==> config.mk <==
export PLATFORM = sky130hd
export DESIGN_NAME = ea_gen
export DESIGN_NICKNAME = d
export VERILOG_FILES = /design/src/rtl/ea_pkg.sv /design/src/rtl/ea_idx_add.sv /design/src/rtl/ea_len.sv /design/src/rtl/ea_ctrl.sv /design/src/rtl/ea_gen.sv
export SDC_FILE = /design/constraint.sdc
export NUM_CORES = 1
export LEC_CHECK = 0
export BUFFER_PORTS_ARGS = -buffer_cell sky130_fd_sc_hd__buf_2
export CAP_MARGIN = 15
export CORE_AREA = 2 2 103 105
export CTS_BUF_LIST = sky130_fd_sc_hd__clkbuf_16
export CTS_CLUSTER_SIZE = 40
export DETAILED_ROUTE_END_ITERATION = 16
export DIE_AREA = 0 0 105 107
export PLACE_DENSITY = 0.59
export REMOVE_ABC_BUFFERS = 1
export SETUP_SLACK_MARGIN = 0.4
export SYNTH_ARGS = -nofsm -noshare
export SYNTH_HDL_FRONTEND = slang
export SYNTH_SLANG_ARGS = --single-unit
==> constraint.sdc <==
create_clock -name clk -period 2.6 [get_ports clk]
set_clock_uncertainty 0.2 [all_clocks]
set_input_delay 0.26 -clock clk [delete_from_list [all_inputs] [get_ports clk]]
set_output_delay 0.26 -clock clk [all_outputs]
set_load 0.1 [all_outputs]
==> src/rtl/ea_pkg.sv <==
package ea_pkg;
    typedef enum logic [3:0] {
        M_INH   = 4'd0,
        M_IMM   = 4'd1,
        M_DIR_S = 4'd2,
        M_DIR_L = 4'd3,
        M_IDX0  = 4'd4,
        M_IDX_S = 4'd5,
        M_IDX_L = 4'd6,
        M_IND_S = 4'd7,
        M_IND_L = 4'd8
    } ea_mode_e;

    typedef enum logic [2:0] {
        S_IDLE,
        S_OP1,
        S_OP2,
        S_PTR1,
        S_PTR2,
        S_TAIL,
        S_DONE
    } ea_state_e;
endpackage

==> src/rtl/ea_idx_add.sv <==
module ea_idx_add #(
    parameter int DW = 8,
    parameter int AW = 16
) (
    input  logic [AW-1:0] base,
    input  logic [DW-1:0] idx,
    output logic [AW-1:0] sum
);
    localparam int PAD = AW - DW;

    always_comb begin
        sum = base + {{PAD{1'b0}}, idx};
    end
endmodule

==> src/rtl/ea_len.sv <==
module ea_len
    import ea_pkg::*;
(
    input  logic [3:0] mode_q,
    input  logic       ysel_q,
    output logic [1:0] len
);
    always_comb begin
        case (mode_q)
            M_IMM, M_DIR_S:   len = 2'd1;
            M_DIR_L:          len = 2'd2;
            M_IDX0:           len = {1'b0, ysel_q};
            M_IDX_S:          len = ysel_q ? 2'd2 : 2'd1;
            M_IDX_L:          len = ysel_q ? 2'd3 : 2'd2;
            M_IND_S, M_IND_L: len = 2'd2;
            default:          len = 2'd0;
        endcase
    end
endmodule

==> src/rtl/ea_ctrl.sv <==
module ea_ctrl
    import ea_pkg::*;
#(
    parameter int DW = 8,
    parameter int AW = 16
) (
    input  logic          clk,
    input  logic          rst_n,
    input  logic          start,
    input  logic [3:0]    mode_i,
    input  logic [DW-1:0] x_i,
    input  logic [DW-1:0] y_i,
    input  logic          use_y_i,
    input  logic [AW-1:0] pc_i,
    output logic          mem_rd,
    output logic [AW-1:0] mem_addr,
    input  logic [DW-1:0] mem_rdata,
    output logic [AW-1:0] add_base,
    output logic [DW-1:0] add_idx,
    input  logic [AW-1:0] add_sum,
    output logic [3:0]    mode_q,
    output logic          ysel_q,
    output logic          done,
    output logic          busy,
    output logic          ptr_rd,
    output logic [AW-1:0] ea
);
    localparam int HW = AW - DW;
    localparam logic [HW-1:0] ZHI = '0;

    ea_state_e     state, nxt;
    ea_mode_e      mode_r;
    logic [DW-1:0] idx_q, hi_q, ptr_q, ptr_nx;
    logic [AW-1:0] pc_q, pc_nx;

    assign mode_q   = mode_r;
    assign add_idx  = idx_q;
    assign add_base = (mode_r == M_IDX_S) ? {ZHI, mem_rdata} : {hi_q, mem_rdata};
    assign ptr_nx   = ptr_q + 1'b1;
    assign pc_nx    = pc_q + 1'b1;

    // state register
    always_ff @(posedge clk) begin
        if (!rst_n) state <= S_IDLE;
        else        state <= nxt;
    end

    // next-state logic
    always_comb begin
        nxt = state;
        unique case (state)
            S_IDLE: if (start) begin
                case (mode_i)
                    M_IMM, M_DIR_S, M_DIR_L, M_IDX_S,
                    M_IDX_L, M_IND_S, M_IND_L: nxt = S_OP1;
                    default:                   nxt = S_DONE;
                endcase
            end
            S_OP1: begin
                if (mode_r == M_DIR_L || mode_r == M_IDX_L)      nxt = S_OP2;
                else if (mode_r == M_IND_S || mode_r == M_IND_L) nxt = S_PTR1;
                else                                             nxt = S_TAIL;
            end
            S_OP2:  nxt = S_TAIL;
            S_PTR1: nxt = (mode_r == M_IND_L) ? S_PTR2 : S_TAIL;
            S_PTR2: nxt = S_TAIL;
            S_TAIL: nxt = S_DONE;
            S_DONE: nxt = S_IDLE;
        endcase
    end

    // datapath registers
    always_ff @(posedge clk) begin
        if (!rst_n) begin
            mode_r <= M_INH;
            ysel_q <= 1'b0;
            idx_q  <= '0;
            hi_q   <= '0;
            ptr_q  <= '0;
            pc_q   <= '0;
            ea     <= '0;
        end else begin
            case (state)
                S_IDLE: if (start) begin
                    mode_r <= (mode_i <= 4'd8) ? ea_mode_e'(mode_i) : M_INH;
                    ysel_q <= use_y_i;
                    idx_q  <= use_y_i ? y_i : x_i;
                    pc_q   <= pc_i;
                    ea     <= (mode_i == M_IDX0) ? {ZHI, (use_y_i ? y_i : x_i)} : '0;
                end
                S_OP2:  hi_q  <= mem_rdata;
                S_PTR1: ptr_q <= mem_rdata;
                S_PTR2: hi_q  <= mem_rdata;
                S_TAIL: begin
                    case (mode_r)
                        M_IMM, M_DIR_S, M_IND_S: ea <= {ZHI, mem_rdata};
                        M_IDX_S, M_IDX_L:        ea <= add_sum;
                        M_DIR_L, M_IND_L:        ea <= {hi_q, mem_rdata};
                        default:                 ea <= ea;
                    endcase
                end
                default: ;
            endcase
        end
    end

    // outputs
    always_comb begin
        mem_rd   = 1'b0;
        mem_addr = '0;
        done     = 1'b0;
        ptr_rd   = 1'b0;
        busy     = (state != S_IDLE);
        unique case (state)
            S_OP1:  begin mem_rd = 1'b1; mem_addr = pc_q; end
            S_OP2:  begin mem_rd = 1'b1; mem_addr = pc_nx; end
            S_PTR1: begin mem_rd = 1'b1; ptr_rd = 1'b1; mem_addr = {ZHI, mem_rdata}; end
            S_PTR2: begin mem_rd = 1'b1; ptr_rd = 1'b1; mem_addr = {ZHI, ptr_nx}; end
            S_DONE: done = 1'b1;
            S_IDLE, S_TAIL: ;
        endcase
    end
endmodule

==> src/rtl/ea_gen.sv <==
module ea_gen #(
    parameter int DW = 8,
    parameter int AW = 16
) (
    input  logic          clk,
    input  logic          rst_n,
    input  logic          start,
    input  logic [3:0]    mode,
    input  logic [DW-1:0] x_reg,
    input  logic [DW-1:0] y_reg,
    input  logic          use_y,
    input  logic [AW-1:0] pc,
    output logic          mem_rd,
    output logic [AW-1:0] mem_addr,
    input  logic [DW-1:0] mem_rdata,
    output logic          done,
    output logic [AW-1:0] ea,
    output logic [1:0]    len
);
    logic [AW-1:0] add_base, add_sum;
    logic [DW-1:0] add_idx;
    logic [3:0]    mode_q;
    logic          ysel_q, busy, ptr_rd;

    ea_ctrl #(.DW(DW), .AW(AW)) u_ctrl (
        .clk(clk), .rst_n(rst_n), .start(start), .mode_i(mode),
        .x_i(x_reg), .y_i(y_reg), .use_y_i(use_y), .pc_i(pc),
        .mem_rd(mem_rd), .mem_addr(mem_addr), .mem_rdata(mem_rdata),
        .add_base(add_base), .add_idx(add_idx), .add_sum(add_sum),
        .mode_q(mode_q), .ysel_q(ysel_q), .done(done), .busy(busy),
        .ptr_rd(ptr_rd), .ea(ea)
    );

    ea_idx_add #(.DW(DW), .AW(AW)) u_add (
        .base(add_base), .idx(add_idx), .sum(add_sum)
    );

    ea_len u_len (.mode_q(mode_q), .ysel_q(ysel_q), .len(len));
endmodule

==> impl_metrics.ini, run 1 <==
[outcome]
outcome = finished, final reports clean

[synthesis]
syn_area_mm2 = 0.00398
yosysTopAreaCell = dfxtp_1
avgSynthCellArea_um2 = 7.50
synth_area_leaders = dfxtp_1 (32%), nand2_1 (9.4%), a21oi_1 (8.0%)
synth_common_cells = nand2_1 (100), a21oi_1 (64), dfxtp_1 (64)
ys_ff_latch = 64
syn-instance-count = 531
async_flop_share_pct = 0
synthDistinctLibCells = 64
seq_area_frac_synth_pct = 32.2
ys_warn_count = 0
synth-edff-count = 0
yosysTopAreaCellShare_pct = 32.2
post-synth-top-count-cell = nand2_1
synthFlopType = dfxtp_1

[grt]
grt_pass1_wl_um = 19900
antenna_found_initial = 0
grt_max_degree = 37
grt_pass1_vias = 4166
grt_overflow = 0
grtUsageTotal_pct = 21.9

[power_and_ir_drop]
ir_drop_mv = 0.431
p_per_area_mw_per_mm2 = 721
p_leak_nw = 2.20

[timing]
setup_violations = 0
finalHoldViolCount = 0
worstMarginPinSlew_ns = 0.663
tns_ns = 0
fin_crit_sh_pct = 91.0
fmax_ghz = 0.423
timing.final.max_slew_violations = 0
rsz0062_at_grt = yes
slew_headroom_pct = 55.7
fin_crit_ns = 2.37

[placement]
place_inst = 745
io_buffers = 83
place_area_mm2 = 0.00483
hpwl_um = 8830
gp_congestion = 0.869

[floorplan]
die_area_mm2 = 0.0112
start_util_pct = 39.4
coreArea_mm2 = 0.0101
die_x_um = 105
rows = 37
num_io_pins = 84
chipHeight_um = 107

[setup_path]
critPathMaxStageDelay_ns = 0.37
path_buf_inv = 2
cp_top_family = simple AND/OR/NAND/NOR gates
crit_chain = ha_4 > and3_4 > nand2_4 > nor4_4 > buf_4 > a31oi_1 > o21ai_1 > o21ai_2 > buf_12
end_kind = output port
crit_arrival_ns = 1.91
worst_ep_required_time_ns = 2.14
crit_type = reg2out
critPathMaxFanout = 4
startpoint = u_ctrl.pc_q[0]$_SDFFE_PN0P_
slowest_stage = dfxtp_4
start_kind = flip-flop
r2r-start = u_ctrl.add_idx[0]$_SDFFE_PN0P_

[route]
drt_iter0_markers = 294
via_per_inst = 5.54
wl_per_cell_um = 15.9
drc = 0
drtAntennaViolNets = 0
dr.pass1.iters = 5
wl_um = 12500
vias = 4356

[final_layout]
fill_cells = 966
num-nets-final = 704
n_antenna_cell = 0
postLayoutCellArea_mm2 = 0.00578
fin_cells = 786
area_delta_synth_final_pct = 45.2
drive_gt1_share_pct = 33.8

[cts]
cts_sinks = 64
clkLatencyLatePin_ns = 0.33
htree_num_levels = 3
numCtsBuffers = 9
cts-root-buf = clkbuf_16
clk_pin_slew_ns = 0.06
clockBufferDepth = 2
cts_tree = yes

[flow_run]
maxCapViolCount = 0

[hold_path]
hold_class = in2reg
worstHoldStart = mode[0]
==> per-layer routing <==
metal  part of all wire (%)  track usage (%)  up-vias
met5                      0                0        -
li1                       -                -     2147
met2                     49             37.1      158
met1                     44             27.7     2030
met4                    2.0             7.90        0
met3                    5.4             4.38       21
==> tightest hold or removal path: stages <==
cell	delay, ns
buf_2	0.11
nand3b_1	0.07
a21oi_1	0.05
==> per-stage QoR <==
stage	util (%)	setup WS, ns	hold slack [ns]	power (mW)
finish	57.3	0.235	0.00583	4.17
global route	57.3	0.175	0.0324	4.37
CTS	55.6	0.214	0.00851	4.10
detailed placement	47.9	0.103	0.266	2.83
global placement	47.9	0.185	0.257	2.81
floorplan	-	-1.38	0.193	2.36
==> what timing repair did <==
item,4_1_cts,5_1_grt
hold buffers,16,0
setup endpoints to repair,31,29
cloned,0,0
pin swaps,19,22
buffers inserted,8,1
hold endpoints to repair,16,0
gates resized for setup,78,41
==> worst paths after layout <==
check / endpoint / slack [ns] / cells after the start
max: mem_addr[14] / 0.23 / 9
min: u_ctrl.mode_q[0]$_SDFFE_PN0P_ / 0.006 / 3
max reg2reg: u_ctrl.ea[8]$_SDFFE_PN0P_ / 0.41 / 9
min reg2reg: u_ctrl.ptr_q[7]$_SDFFE_PN0N_ / 0.28 / 2
==> power by group <==
group | leakage (nW) | switching (mW) | internal [mW] | total [mW]
Combinational | 1.54 | 1.20 | 0.606 | 1.80
Sequential | 0.532 | 0.164 | 1.12 | 1.28
Clock | 0.128 | 0.448 | 0.634 | 1.08
==> final cells by class <==
type	instances	area, um2	area share, %
clock buffer	9	225	3.90
sequential	64	1320	22.8
timing repair buffer	134	1100	19.0
tap	136	170	2.94
clock inverter	7	38.8	0.671
multi-input combinational	431	2910	50.4
inverter	5	18.8	0.325
==> sequential cells by signal, summed over array words and instances, names as in the netlist <==
register	flops
u_ctrl.ea	16
u_ctrl.mode_q	4
u_ctrl.hi_q	8
u_ctrl.state	3
u_ctrl.pc_q	16
u_ctrl.ptr_q	8
u_ctrl.ysel_q	1
u_ctrl.add_idx	8
==> cells in the final DEF, fill, tap and decap left out, drive strengths merged, types with 2 or more instances in the layout <==
cell	n
a21o	2
nand3b	8
ha	10
and3	8
a311oi	4
nor2b	7
a22oi	6
nand2	101
a221oi	6
a2111oi	2
a22o	2
clkinv	5
a32oi	3
dfxtp	64
or4b	3
clkinvlp	2
o21a	4
nor2	41
mux2i	11
o22ai	6
a211oi	11
a31oi	5
or3b	2
a21oi	65
o211ai	3
o21ai	38
nor3	6
xnor2	12
and2	4
nand4	5
dlygate4sd3	16
o221ai	4
nand3	19
xor2	8
inv	5
nand2b	9
buf	116
clkbuf	11
mux2	2
==> logic make-up (layout without fill, tap and decap cells) <==
kind of cell / after synthesis / in the layout / share of synthesized area [%]
simple gates: 217 / 217 / 25.8
compound gates: 170 / 170 / 26.7
fa+ha+maj: 11 / 11 / 3.65
buf+inv: 36 / 155 / 3.99
flops: 64 / 64 / 32.2
mux: 13 / 13 / 3.33
xor+xnor: 20 / 20 / 4.40
(Power assumes the default switching activity.)
==> run 2, diff against run 1 <==
Settings changed: ABC_AREA from default to 1.
==> impl_metrics.ini, run 2 <==
[floorplan]
num_io_pins = 84
rows = 37
die_x_um = 105
chipHeight_um = 107
die_area_mm2 = 0.0112
coreArea_mm2 = 0.0101
start_util_pct = 39.4

[timing]
fin_crit_sh_pct = 103
setup_violations = 3
finalHoldViolCount = 0
rsz0062_at_grt = yes
fmax_ghz = 0.373
timing.final.max_slew_violations = 0
worstMarginPinSlew_ns = 0.491
slew_headroom_pct = 67.5
finalWorstSetupSlack_ns = -0.0842
fin_crit_ns = 2.68

[synthesis]
post-synth-top-count-cell = nand2_1
synthDistinctLibCells = 35
async_flop_share_pct = 0
synthFlopType = dfxtp_1
seq_area_frac_synth_pct = 32.3
ys_warn_count = 0
yosysTopAreaCellShare_pct = 32.3
syn-instance-count = 626
synth-edff-count = 0
ys_ff_latch = 64
yosysTopAreaCell = dfxtp_1
synth_common_cells = nand2_1 (148), a21oi_1 (84), inv_1 (73)
synth_area_leaders = dfxtp_1 (32%), nand2_1 (14%), a21oi_1 (11%)
syn_area_mm2 = 0.00397
avgSynthCellArea_um2 = 6.35

[grt]
use_met1_pct = 26.4
antenna_found_initial = 0
met2_usage_pct = 37.4
grt.busiest_layer = met2
grtUsageTotal_pct = 21.9
grt_pass1_wl_um = 20100
grt_overflow = 0
grt_util_met3_pct = 4.80
grt_pass1_vias = 4421
grt_max_degree = 49

[cts]
clk_pin_slew_ns = 0.05
clkLatencyLatePin_ns = 0.33
cts-root-buf = clkbuf_16
cts_sinks = 64
clockBufferDepth = 2
numCtsBuffers = 9
cts_tree = yes
htree_num_levels = 3

[final_layout]
fill_cells = 1015
most-common-layout-cells = nand2_1 (143), a21oi_1 (81), inv_1 (67)
postLayoutCellArea_mm2 = 0.00562
mostFrequentLayoutCell = nand2_1
utilization_pct = 55.7
area_delta_synth_final_pct = 41.4
n_antenna_cell = 0
num-nets-final = 797
drive_gt1_share_pct = 27.9
reg_top3 = u_ctrl.ea (16), u_ctrl.pc_q (16)

[route]
vias = 4539
drt_iter0_markers = 289
drtAntennaViolNets = 0
via_per_inst = 5.16
wl_um = 12500
drc = 0
wl_per_cell_um = 14.2
dr.pass1.iters = 5

[power_and_ir_drop]
p_per_area_mw_per_mm2 = 1100
p_leak_nw = 2.44
ir_drop_mv = 0.707

[placement]
place_area_mm2 = 0.00472
gp_congestion = 0.877
hpwl_um = 8590
io_buffers = 83

[setup_path]
start_kind = flip-flop
critPathMaxFanout = 3
crit_chain = ha_4 > nand2_2 > inv_2 > nand4_1 > nor2_1 > inv_2 > nor2_4 > nand3_2 > a21oi_2 > o21ai_1 > o21ai_1 > clkbuf_16
crit_type = reg2out
critPathMaxStageDelay_ns = 0.37
crit_arrival_ns = 2.22
end_kind = output port
path_buf_inv = 3
cp_top_family = simple AND/OR/NAND/NOR gates
slowest_stage = dfxtp_4
worst_ep_required_time_ns = 2.14

[hold_path]
hold_class = in2reg

[outcome]
outcome = finished with violations
failed_checks = setup timing

[flow_run]
maxCapViolCount = 0
run 2: cell count changes after synthesis, moves of 8 or more:
cell / before / now
mux2i_1: 11 / 3
o21ai_0: 29 / 65
inv_1: 4 / 73
nand3_1: 19 / 37
nor2_1: 41 / 59
nand2b_1: 8 / 0
nand2_1: 100 / 148
a21oi_1: 64 / 84
o21ai_1: 9 / 1
xnor2_1: 12 / 4
and3_1: 8 / 0
a211oi_1: 11 / 2
run 2: cell families after synthesis:
group	Yosys count	synth area share [%]
AOI/OAI and AO/OA	176	24.0
xor gates and xnor gates	7	1.54
adders and majority gates	11	3.65
buffers and inverters	99	9.86
DFF	64	32.3
muxes	3	0.756
and+or+nand+nor	266	27.9
run 2: layer usage:
layer  part of all wire (%)  routed length, um  vias to the layer above
li1                       -                  -                     2307
met1                     43               5430                     2042
met2                     48               5970                      157
met3                    5.9                732                       33
met4                    3.0                377                        0
met5                      0                  0                        -
run 2: per-stage QoR:
step                hold slack, ns  instances  TNS, ns  power, mW  setup WS, ns
global route                0.0435        879   -0.286       6.54        -0.123
detailed placement           0.253        837        0       4.58         0.244
CTS                        0.00498        874        0       6.00        0.0911
finish                      0.0113        879   -0.182       6.19       -0.0842
floorplan                    0.178        605   -12.29       3.74         -1.18
global placement             0.248        837        0       4.55         0.304
run 2: final timing paths:
path                                  startpoint                           end  slack (ns)  cells past startpoint
hold / removal                            pc[11]  u_ctrl.pc_q[11]$_SDFFE_PN0P_        0.01                      3
hold reg to reg       u_ctrl.ea[10]$_SDFFE_PN0P_    u_ctrl.ea[10]$_SDFFE_PN0P_        0.26                      2
setup reg to reg  u_ctrl.add_idx[0]$_SDFFE_PN0P_    u_ctrl.ea[10]$_SDFFE_PN0P_        0.59                     12
setup / recovery     u_ctrl.pc_q[0]$_SDFFE_PN0P_                  mem_addr[14]       -0.08                     12
run 2: layout make-up:
cell class,instances,area [um2],share of cell area [%]
well taps,136,170,3.03
clock buffers,9,225,4.01
flip-flops and latches,64,1300,23.1
clock inverters,7,55.1,0.980
multi-input cells,463,2580,45.9
inverters,78,299,5.32
repair buffers,122,991,17.6
run 2: worst register-to-register path: stages (launching register included):
cell	delay, ns
dfxtp_1	0.34
ha_1	0.17
inv_1	0.05
fa_1	0.39
inv_2	0.08
nand2_1	0.06
nand3_2	0.10
nand2_1	0.07
nand2_1	0.10
nor2_1	0.05
o21ai_1	0.14
nand2_1	0.08
a21oi_1	0.12
run 2: power by group:
part,switching (mW),internal [mW],leakage [nW]
Combinational,2.44,1.02,1.77
Sequential,0.282,1.28,0.529
Clock,0.444,0.725,0.147
run 2: repair_timing:
item                                   4_1_cts  5_1_grt
endpoints found under the hold margin        1        0
resized for setup                           61       59
pin swaps                                   15       22
setup endpoints to repair                   17       25
setup buffers                               20        5
hold buffers                                 1        0
